--- src/rtl/mbx_pkg.sv ---
package mbx_pkg;
    localparam int ADDR_W      = 10;
    localparam int DATA_W      = 32;
    localparam int MAX_CH      = 16;
    localparam int TX_SHIFT    = 16;
    localparam int BANK_STRIDE = 'h10;

    localparam logic [ADDR_W-1:0] OFS_CTRL = 10'h000;
    localparam logic [ADDR_W-1:0] OFS_MASK = 10'h004;
    localparam logic [ADDR_W-1:0] OFS_SC   = 10'h008;
    localparam logic [ADDR_W-1:0] OFS_STAT = 10'h00C;
    localparam logic [ADDR_W-1:0] ADR_HW   = 10'h3F0;
    localparam logic [ADDR_W-1:0] ADR_VER  = 10'h3F4;

    localparam int RX_EN_BIT = 0;
    localparam int TX_EN_BIT = 16;

    typedef struct packed {
        logic tx_en;
        logic rx_en;
    } ctrl_t;

    function automatic logic [ADDR_W-1:0] bank_base(input int side);
        return ADDR_W'(BANK_STRIDE * side);
    endfunction

    function automatic logic [DATA_W-1:0] ctrl_word(input ctrl_t c);
        logic [DATA_W-1:0] w;
        w = '0;
        w[RX_EN_BIT] = c.rx_en;
        w[TX_EN_BIT] = c.tx_en;
        return w;
    endfunction
endpackage

--- src/rtl/mbx_side_regs.sv ---
module mbx_side_regs
    import mbx_pkg::*;
#(
    parameter int NUM_CH = 16,
    parameter int SIDE   = 0
) (
    input  logic              clk,
    input  logic              rst,
    input  logic [ADDR_W-1:0] addr,
    input  logic              we,
    input  logic [DATA_W-1:0] wdata,
    output ctrl_t             ctrl,
    output logic [NUM_CH-1:0] rx_mask,
    output logic [NUM_CH-1:0] tx_mask,
    output logic [NUM_CH-1:0] set_own,
    output logic [NUM_CH-1:0] clr_peer
);
    localparam logic [ADDR_W-1:0] BASE = bank_base(SIDE);

    logic hit_ctrl, hit_mask, hit_sc;

    assign hit_ctrl = we && (addr == BASE + OFS_CTRL);
    assign hit_mask = we && (addr == BASE + OFS_MASK);
    assign hit_sc   = we && (addr == BASE + OFS_SC);

    always_ff @(posedge clk) begin
        if (rst) begin
            ctrl    <= '0;
            rx_mask <= '0;
            tx_mask <= '0;
        end else begin
            if (hit_ctrl) begin
                ctrl.rx_en <= wdata[RX_EN_BIT];
                ctrl.tx_en <= wdata[TX_EN_BIT];
            end
            if (hit_mask) begin
                rx_mask <= wdata[NUM_CH-1:0];
                tx_mask <= wdata[TX_SHIFT +: NUM_CH];
            end
        end
    end

    assign set_own  = hit_sc ? wdata[TX_SHIFT +: NUM_CH] : '0;
    assign clr_peer = hit_sc ? wdata[NUM_CH-1:0]         : '0;

    AST_MASK_HOLD: assert property (@(posedge clk) disable iff (rst)
        !hit_mask |=> $stable(rx_mask) && $stable(tx_mask));
endmodule

--- src/rtl/mbx_flags.sv ---
module mbx_flags
    import mbx_pkg::*;
#(
    parameter int NUM_CH = 16
) (
    input  logic                   clk,
    input  logic                   rst,
    input  logic [1:0][NUM_CH-1:0] set_own,
    input  logic [1:0][NUM_CH-1:0] clr_peer,
    output logic [1:0][NUM_CH-1:0] flag
);
    for (genvar s = 0; s < 2; s++) begin : g_side
        localparam int PEER = 1 - s;

        always_ff @(posedge clk) begin
            if (rst) flag[s] <= '0;
            else     flag[s] <= (flag[s] & ~clr_peer[PEER]) | set_own[s];
        end

        AST_SET_LANDS: assert property (@(posedge clk) disable iff (rst)
            (set_own[s] != '0) |=> ((flag[s] & $past(set_own[s])) == $past(set_own[s])));
        AST_FALL_BY_PEER: assert property (@(posedge clk) disable iff (rst)
            (($past(flag[s]) & ~flag[s] & ~$past(clr_peer[PEER])) == '0));
        AST_RISE_BY_OWNER: assert property (@(posedge clk) disable iff (rst)
            ((~$past(flag[s]) & flag[s] & ~$past(set_own[s])) == '0));
    end
endmodule

--- src/rtl/mbx_irq.sv ---
module mbx_irq
    import mbx_pkg::*;
#(
    parameter int NUM_CH = 16
) (
    input  logic              clk,
    input  logic              rst,
    input  ctrl_t             ctrl,
    input  logic [NUM_CH-1:0] rx_mask,
    input  logic [NUM_CH-1:0] tx_mask,
    input  logic [NUM_CH-1:0] own_flag,
    input  logic [NUM_CH-1:0] peer_flag,
    output logic              rx_irq,
    output logic              tx_irq
);
    logic rx_event, tx_event;

    assign rx_event = |(peer_flag & ~rx_mask);
    assign tx_event = |(~own_flag & ~tx_mask);

    always_ff @(posedge clk) begin
        if (rst) begin
            rx_irq <= 1'b0;
            tx_irq <= 1'b0;
        end else begin
            rx_irq <= ctrl.rx_en && rx_event;
            tx_irq <= ctrl.tx_en && tx_event;
        end
    end

    AST_RX_NEEDS_EN: assert property (@(posedge clk) disable iff (rst)
        rx_irq |-> $past(ctrl.rx_en));
    AST_TX_NEEDS_EN: assert property (@(posedge clk) disable iff (rst)
        tx_irq |-> $past(ctrl.tx_en));
    AST_RX_NEEDS_PEER: assert property (@(posedge clk) disable iff (rst)
        rx_irq |-> ($past(peer_flag) != '0));
endmodule

--- src/rtl/mbx_ctrl.sv ---
module mbx_ctrl
    import mbx_pkg::*;
#(
    parameter int         NUM_CH    = 16,
    parameter logic [3:0] VER_MAJOR = 4'd1,
    parameter logic [3:0] VER_MINOR = 4'd2
) (
    input  logic              clk,
    input  logic              rst,
    input  logic [ADDR_W-1:0] p0_addr,
    input  logic              p0_we,
    input  logic [DATA_W-1:0] p0_wdata,
    output logic [DATA_W-1:0] p0_rdata,
    input  logic [ADDR_W-1:0] p1_addr,
    input  logic              p1_we,
    input  logic [DATA_W-1:0] p1_wdata,
    output logic [DATA_W-1:0] p1_rdata,
    output logic              p0_rx_irq,
    output logic              p0_tx_irq,
    output logic              p1_rx_irq,
    output logic              p1_tx_irq
);
    localparam logic [DATA_W-1:0] HW_WORD  = DATA_W'(NUM_CH);
    localparam logic [DATA_W-1:0] VER_WORD = {{(DATA_W-8){1'b0}}, VER_MAJOR, VER_MINOR};

    logic [ADDR_W-1:0]      addr_a  [2];
    logic                   we_a    [2];
    logic [DATA_W-1:0]      wdata_a [2];
    logic [DATA_W-1:0]      rdata_a [2];
    ctrl_t                  ctrl_a  [2];
    logic [NUM_CH-1:0]      rxm_a   [2];
    logic [NUM_CH-1:0]      txm_a   [2];
    logic                   rxi_a   [2];
    logic                   txi_a   [2];
    logic [1:0][NUM_CH-1:0] set_own;
    logic [1:0][NUM_CH-1:0] clr_peer;
    logic [1:0][NUM_CH-1:0] flag;
    logic [DATA_W-1:0]      ctrl_w  [2];
    logic [DATA_W-1:0]      mask_w  [2];
    logic [DATA_W-1:0]      stat_w  [2];

    assign addr_a[0]  = p0_addr;
    assign addr_a[1]  = p1_addr;
    assign we_a[0]    = p0_we;
    assign we_a[1]    = p1_we;
    assign wdata_a[0] = p0_wdata;
    assign wdata_a[1] = p1_wdata;
    assign p0_rdata   = rdata_a[0];
    assign p1_rdata   = rdata_a[1];
    assign p0_rx_irq  = rxi_a[0];
    assign p0_tx_irq  = txi_a[0];
    assign p1_rx_irq  = rxi_a[1];
    assign p1_tx_irq  = txi_a[1];

    for (genvar s = 0; s < 2; s++) begin : g_side
        mbx_side_regs #(.NUM_CH(NUM_CH), .SIDE(s)) u_regs (
            .clk      (clk),
            .rst      (rst),
            .addr     (addr_a[s]),
            .we       (we_a[s]),
            .wdata    (wdata_a[s]),
            .ctrl     (ctrl_a[s]),
            .rx_mask  (rxm_a[s]),
            .tx_mask  (txm_a[s]),
            .set_own  (set_own[s]),
            .clr_peer (clr_peer[s])
        );

        mbx_irq #(.NUM_CH(NUM_CH)) u_irq (
            .clk       (clk),
            .rst       (rst),
            .ctrl      (ctrl_a[s]),
            .rx_mask   (rxm_a[s]),
            .tx_mask   (txm_a[s]),
            .own_flag  (flag[s]),
            .peer_flag (flag[1-s]),
            .rx_irq    (rxi_a[s]),
            .tx_irq    (txi_a[s])
        );

        always_comb begin
            ctrl_w[s] = ctrl_word(ctrl_a[s]);
            mask_w[s] = '0;
            mask_w[s][NUM_CH-1:0]          = rxm_a[s];
            mask_w[s][TX_SHIFT +: NUM_CH]  = txm_a[s];
            stat_w[s] = '0;
            stat_w[s][NUM_CH-1:0]          = flag[s];
        end
    end

    mbx_flags #(.NUM_CH(NUM_CH)) u_flags (
        .clk      (clk),
        .rst      (rst),
        .set_own  (set_own),
        .clr_peer (clr_peer),
        .flag     (flag)
    );

    for (genvar p = 0; p < 2; p++) begin : g_rd
        always_comb begin
            rdata_a[p] = '0;
            for (int b = 0; b < 2; b++) begin
                if (addr_a[p] == bank_base(b) + OFS_CTRL) rdata_a[p] = ctrl_w[b];
                if (addr_a[p] == bank_base(b) + OFS_MASK) rdata_a[p] = mask_w[b];
                if (addr_a[p] == bank_base(b) + OFS_STAT) rdata_a[p] = stat_w[b];
            end
            if (addr_a[p] == ADR_HW)  rdata_a[p] = HW_WORD;
            if (addr_a[p] == ADR_VER) rdata_a[p] = VER_WORD;
        end
    end

    AST_RESET_QUIET: assert property (@(posedge clk)
        rst |=> !p0_rx_irq && !p0_tx_irq && !p1_rx_irq && !p1_tx_irq);
endmodule

--- config.mk ---
export PLATFORM = sky130hd
export DESIGN_NAME = mbx_ctrl
export DESIGN_NICKNAME = d
export VERILOG_FILES = /design/src/rtl/mbx_pkg.sv /design/src/rtl/mbx_side_regs.sv /design/src/rtl/mbx_flags.sv /design/src/rtl/mbx_irq.sv /design/src/rtl/mbx_ctrl.sv
export SDC_FILE = /design/constraint.sdc
export NUM_CORES = 1
export LEC_CHECK = 0
export ABC_AREA = 1
export BUFFER_PORTS_ARGS = -buffer_cell sky130_fd_sc_hd__buf_4
export CAP_MARGIN = 20
export CORE_MARGIN = 8
export CORE_UTILIZATION = 30
export CTS_CLUSTER_DIAMETER = 120
export CTS_CLUSTER_SIZE = 28
export DETAILED_ROUTE_END_ITERATION = 12
export PLACE_DENSITY = 0.61
export SLEW_MARGIN = 0
export SYNTH_ARGS = -nofsm -noshare
export SYNTH_HDL_FRONTEND = slang
export SYNTH_SLANG_ARGS = --single-unit
--- constraint.sdc ---
create_clock -name clk -period 3.55 [get_ports clk]
set_input_delay 0.5325 -clock clk [delete_from_list [all_inputs] [get_ports clk]]
set_output_delay 0.5325 -clock clk [all_outputs]
set_load 0.05 [all_outputs]
==> impl.org <==
** Place
- The wire-length estimate of the detail-placed layout is 19.6 mm.
- At the end of routability-driven placement, the weighted congestion stood at 0.924.
- Port buffering added 155 buffers.
- Number of placed cells counting well taps :: 1303

** Setup path
- Along the worst path, the maximum fanout reaches 16.
- Type of destination of the critical path :: primary output
- In this run the register-to-register setup slack is 2370 ps.
- Arrival time at the worst endpoint :: 2470 ps
- STA classifies the critical path startpoint as an input pin.
- Class of the most critical setup path :: input pin to primary output
- Data on the critical path is required at its endpoint by 3020 ps.

** Timing
- Of the available clock period, the critical path in the final layout requires 0.846.
- Transition time of the tightest slew-check pin :: 744 ps
- The final count of hold timing violations was 0.
- Max-slew violation count :: 0
- Counting I/O delays and the setup requirement, the final critical path takes 3000 ps.
- Setup violations remaining at the end of the flow were counted as 0.
- Static timing analysis puts the maximum clock frequency at 333 MHz.
- Setup repair after global routing left no endpoint under its margin.
- On the final layout, the worst clock skew is 4.36 ps.
- In the final timing run, aggregate negative setup slack is 0 ps.
- Headroom to the max-slew limit came out at 0.503.

** Power
- In this run the static leakage power is 2.92 nW.
- The share of total power dissipated in the clock network is 0.449.
- In this run the power spent charging and discharging nets is 564 uW.
- Internal power comes to 1.88 mW.
- Switch share :: 0.231
- Sequential share of power :: 0.477
- Combinational group share of total power :: 0.074
- Worst voltage drop across the vdd grid :: 0.000221 V
- In this run the power density over the cells is 321 nW/um^2.

** Clock network
- Clock buffer depth :: 2
- The clock reaches the later pin of the worst-skew pair after 360 ps.
- TritonCTS created 9 clock buffers.
- CTS clock-pin slew for the worst setup and hold paths :: 70 ps
- Number of cells upsized or downsized after cts :: 0
- The number of hold buffers added after CTS was 0.
- TritonCTS clock tree :: built
- Once the clock tree was built, the setup fixing pass inserted 0 buffers.
- CTS saw 104 sinks.
- CTS built an H-tree with a depth of 3.
- Clock root cell :: clkbuf_16

** Cells and area
- Of the cells placed in the final design, the portion with a size suffix greater than 1 is 0.198.
- Post-layout instance count excluding filler cells :: 1319
- For this run, the share of the core covered by cells in the final layout is 0.394.
- Number of nets in the layout :: 1137
- P&R area growth vs syn :: 29.3%

** Run status
- The flow ran to the end, and the final reports show no timing, DRC or antenna violations.

** Yosys
- Synthesized area divided by synthesized cell count :: 6.44 sq um
- Synthesis produced 915 cells.
- Most area-consuming cells after synthesis :: dfxtp_1 35%, a21oi_1 10%, nand2_1 9.9%
- The share of synthesized area in the top cell type comes to 0.354.
- For this run, the number of Yosys warnings is 0.
- The netlist uses 28 different library cells.
- For this run, the register share of the synthesized area comes to 0.354.
- The synthesized design contains 104 register bits.
- Synthesis produced a netlist with a net count of 1003.
- In this run the cell area of the synthesized design comes to 5890 sq um.
- Cell type with the highest aggregate area in the netlist :: dfxtp_1

** Drt
- Per-cell via count in the routed design :: 5.20
- Total wire length :: 25.2 mm
- Wire length per cell after detailed routing :: 19.1 microns
- First-pass iteration count of the detailed router :: 6
- Number of nets with antenna violations after detailed routing :: 0
- Number of vias after detailed routing :: 6863
- DRT iter0 DRCs :: 835
- DRC violation count after routing :: 0

** Global route
- For this run the aggregate overflow at the end of global routing stands at 0.
- Global router's overall resource usage :: 0.201
- The number of global-route vias before repair was 6511.
- The first global-routing pass estimated 37.7 mm of wire.
- The initial antenna violation count is 0.
- Largest net degree at the start of global routing :: 63

** Die
- Cell Rows :: 51
- Total Die Area :: 24400 sq um
- Initial cell density of the core :: 0.305
- In this run the horizontal extent of the chip is 156 microns.
- Number of primary I/O pins :: 156
- Vertical die dimension :: 156 microns
- The core region is 19300 sq um.

** Hold path
- In this run the worst hold path is classified as input pin to flop.

** Run
- Max-cap violations in this run came to 0.
-- through the flow --
| step | setup WS [ps] | instance area (sq um) | hold slack (ps) | power (mW) |
|---|---|---|---|---|
| detailed placement | 566 | 7290 | 499 | 1.37 |
| floorplan | 693 | 5890 | 449 | 1.25 |
| finish | 548 | 7610 | 414 | 2.44 |
| global route | 280 | 7610 | 428 | 2.51 |
| global placement | 593 | 7290 | 493 | 1.37 |
| CTS | 564 | 7610 | 413 | 2.45 |
-- layer usage --
metal | vias up | global-route usage | wire length, microns
met4 | 0 | 0.0636 | 577
met1 | 3096 | 0.269 | 11100
met2 | 354 | 0.312 | 11200
li1 | 3362 | - | -
met3 | 51 | 0.0482 | 2420
met5 | - | 0 | 0
-- critical path: stages --
cell and delay, ps:
buf_4 110, nor2_1 260, nand2_1 150, nor2_1 180, nand2_1 440, o21ai_0 320
o211ai_1 110, nand3_1 130, buf_4 220
-- synth_stat cells (all sizes together) --
master and n:
a211oi 19, clkbuf 25, buf 22, and2 1
nand4 10, inv 111, o22ai 39, a31oi 13
nor3 26, o21bai 1, nand2 158, nand3 40
a22oi 2, o21ai 117, o211ai 4, a21oi 118
nor2 104, nand3b 1, dfxtp 104
-- cells in the final DEF, fill, tap and decap left out, types with 9 or more instances in the layout --
cell type / synthesis / final
a211oi_1: 19 / 19
inv_1: 107 / 107
clkbuf_16: 0 / 9
nor3_1: 24 / 24
o21ai_0: 48 / 48
nor2_1: 90 / 90
buf_4: 2 / 170
nand3_1: 40 / 40
o21ai_1: 69 / 69
a31oi_1: 13 / 13
o22ai_1: 39 / 39
a21oi_1: 118 / 118
nand2_1: 155 / 155
nand4_1: 10 / 10
dfxtp_1: 104 / 104
-- state kept, by name, summed over array words and instances, names as in the netlist --
signal and count:
g_side.u_regs.rx_mask 32, g_side.u_irq.rx_irq 2, g_side.u_regs.tx_mask 32, g_side.u_regs.ctrl 4, u_flags.flag 32, g_side.u_irq.tx_irq 2
-- power groups by stage --
stage / combinational (mW) / clock (mW) / sequential, mW
2_1_floorplan: 0.0593 / 0 / 1.19
3_3_place_gp: 0.179 / 0 / 1.19
3_5_place_dp: 0.178 / 0 / 1.19
4_1_cts: 0.179 / 1.11 / 1.17
5_1_grt: 0.194 / 1.15 / 1.17
6_report: 0.181 / 1.10 / 1.17
-- path summary, 6_finish.rpt --
| kind | start | end | depth (start not counted) |
|---|---|---|---|
| worst min register to register | g_side[0].u_regs.rx_mask[12]$_SDFFE_PP0P_ | g_side[0].u_regs.rx_mask[12]$_SDFFE_PP0P_ | 2 |
| worst max register to register | u_flags.flag[0]$_SDFF_PP0_ | g_side[0].u_irq.tx_irq$_SDFF_PP0_ | 5 |
| worst min-delay path | p1_wdata[20] | g_side[1].u_regs.tx_mask[4]$_SDFFE_PP0P_ | 3 |
| worst max-delay path | p0_addr[7] | p0_rdata[4] | 9 |
-- cells by family after synthesis --
| group | count (synthesis) | share of synthesized area |
|---|---|---|
| flops | 104 | 0.354 |
| simple gates | 340 | 0.252 |
| compound gates | 313 | 0.288 |
| buf+inv | 158 | 0.106 |
-- area by class of cell --
type                            count  area, sq um
Fill cell                        2068        11700
Multi-Input combinational cell    653         3190
Sequential cell                   104         2080
Timing Repair Buffer              170         1280
Inverter                          111          417
Tap cell                          265          332
Clock buffer                       10          239
Clock inverter                      5         81.3
Antenna cell                        1         2.50
No activity file was read; power rests on OpenSTA's default activity.
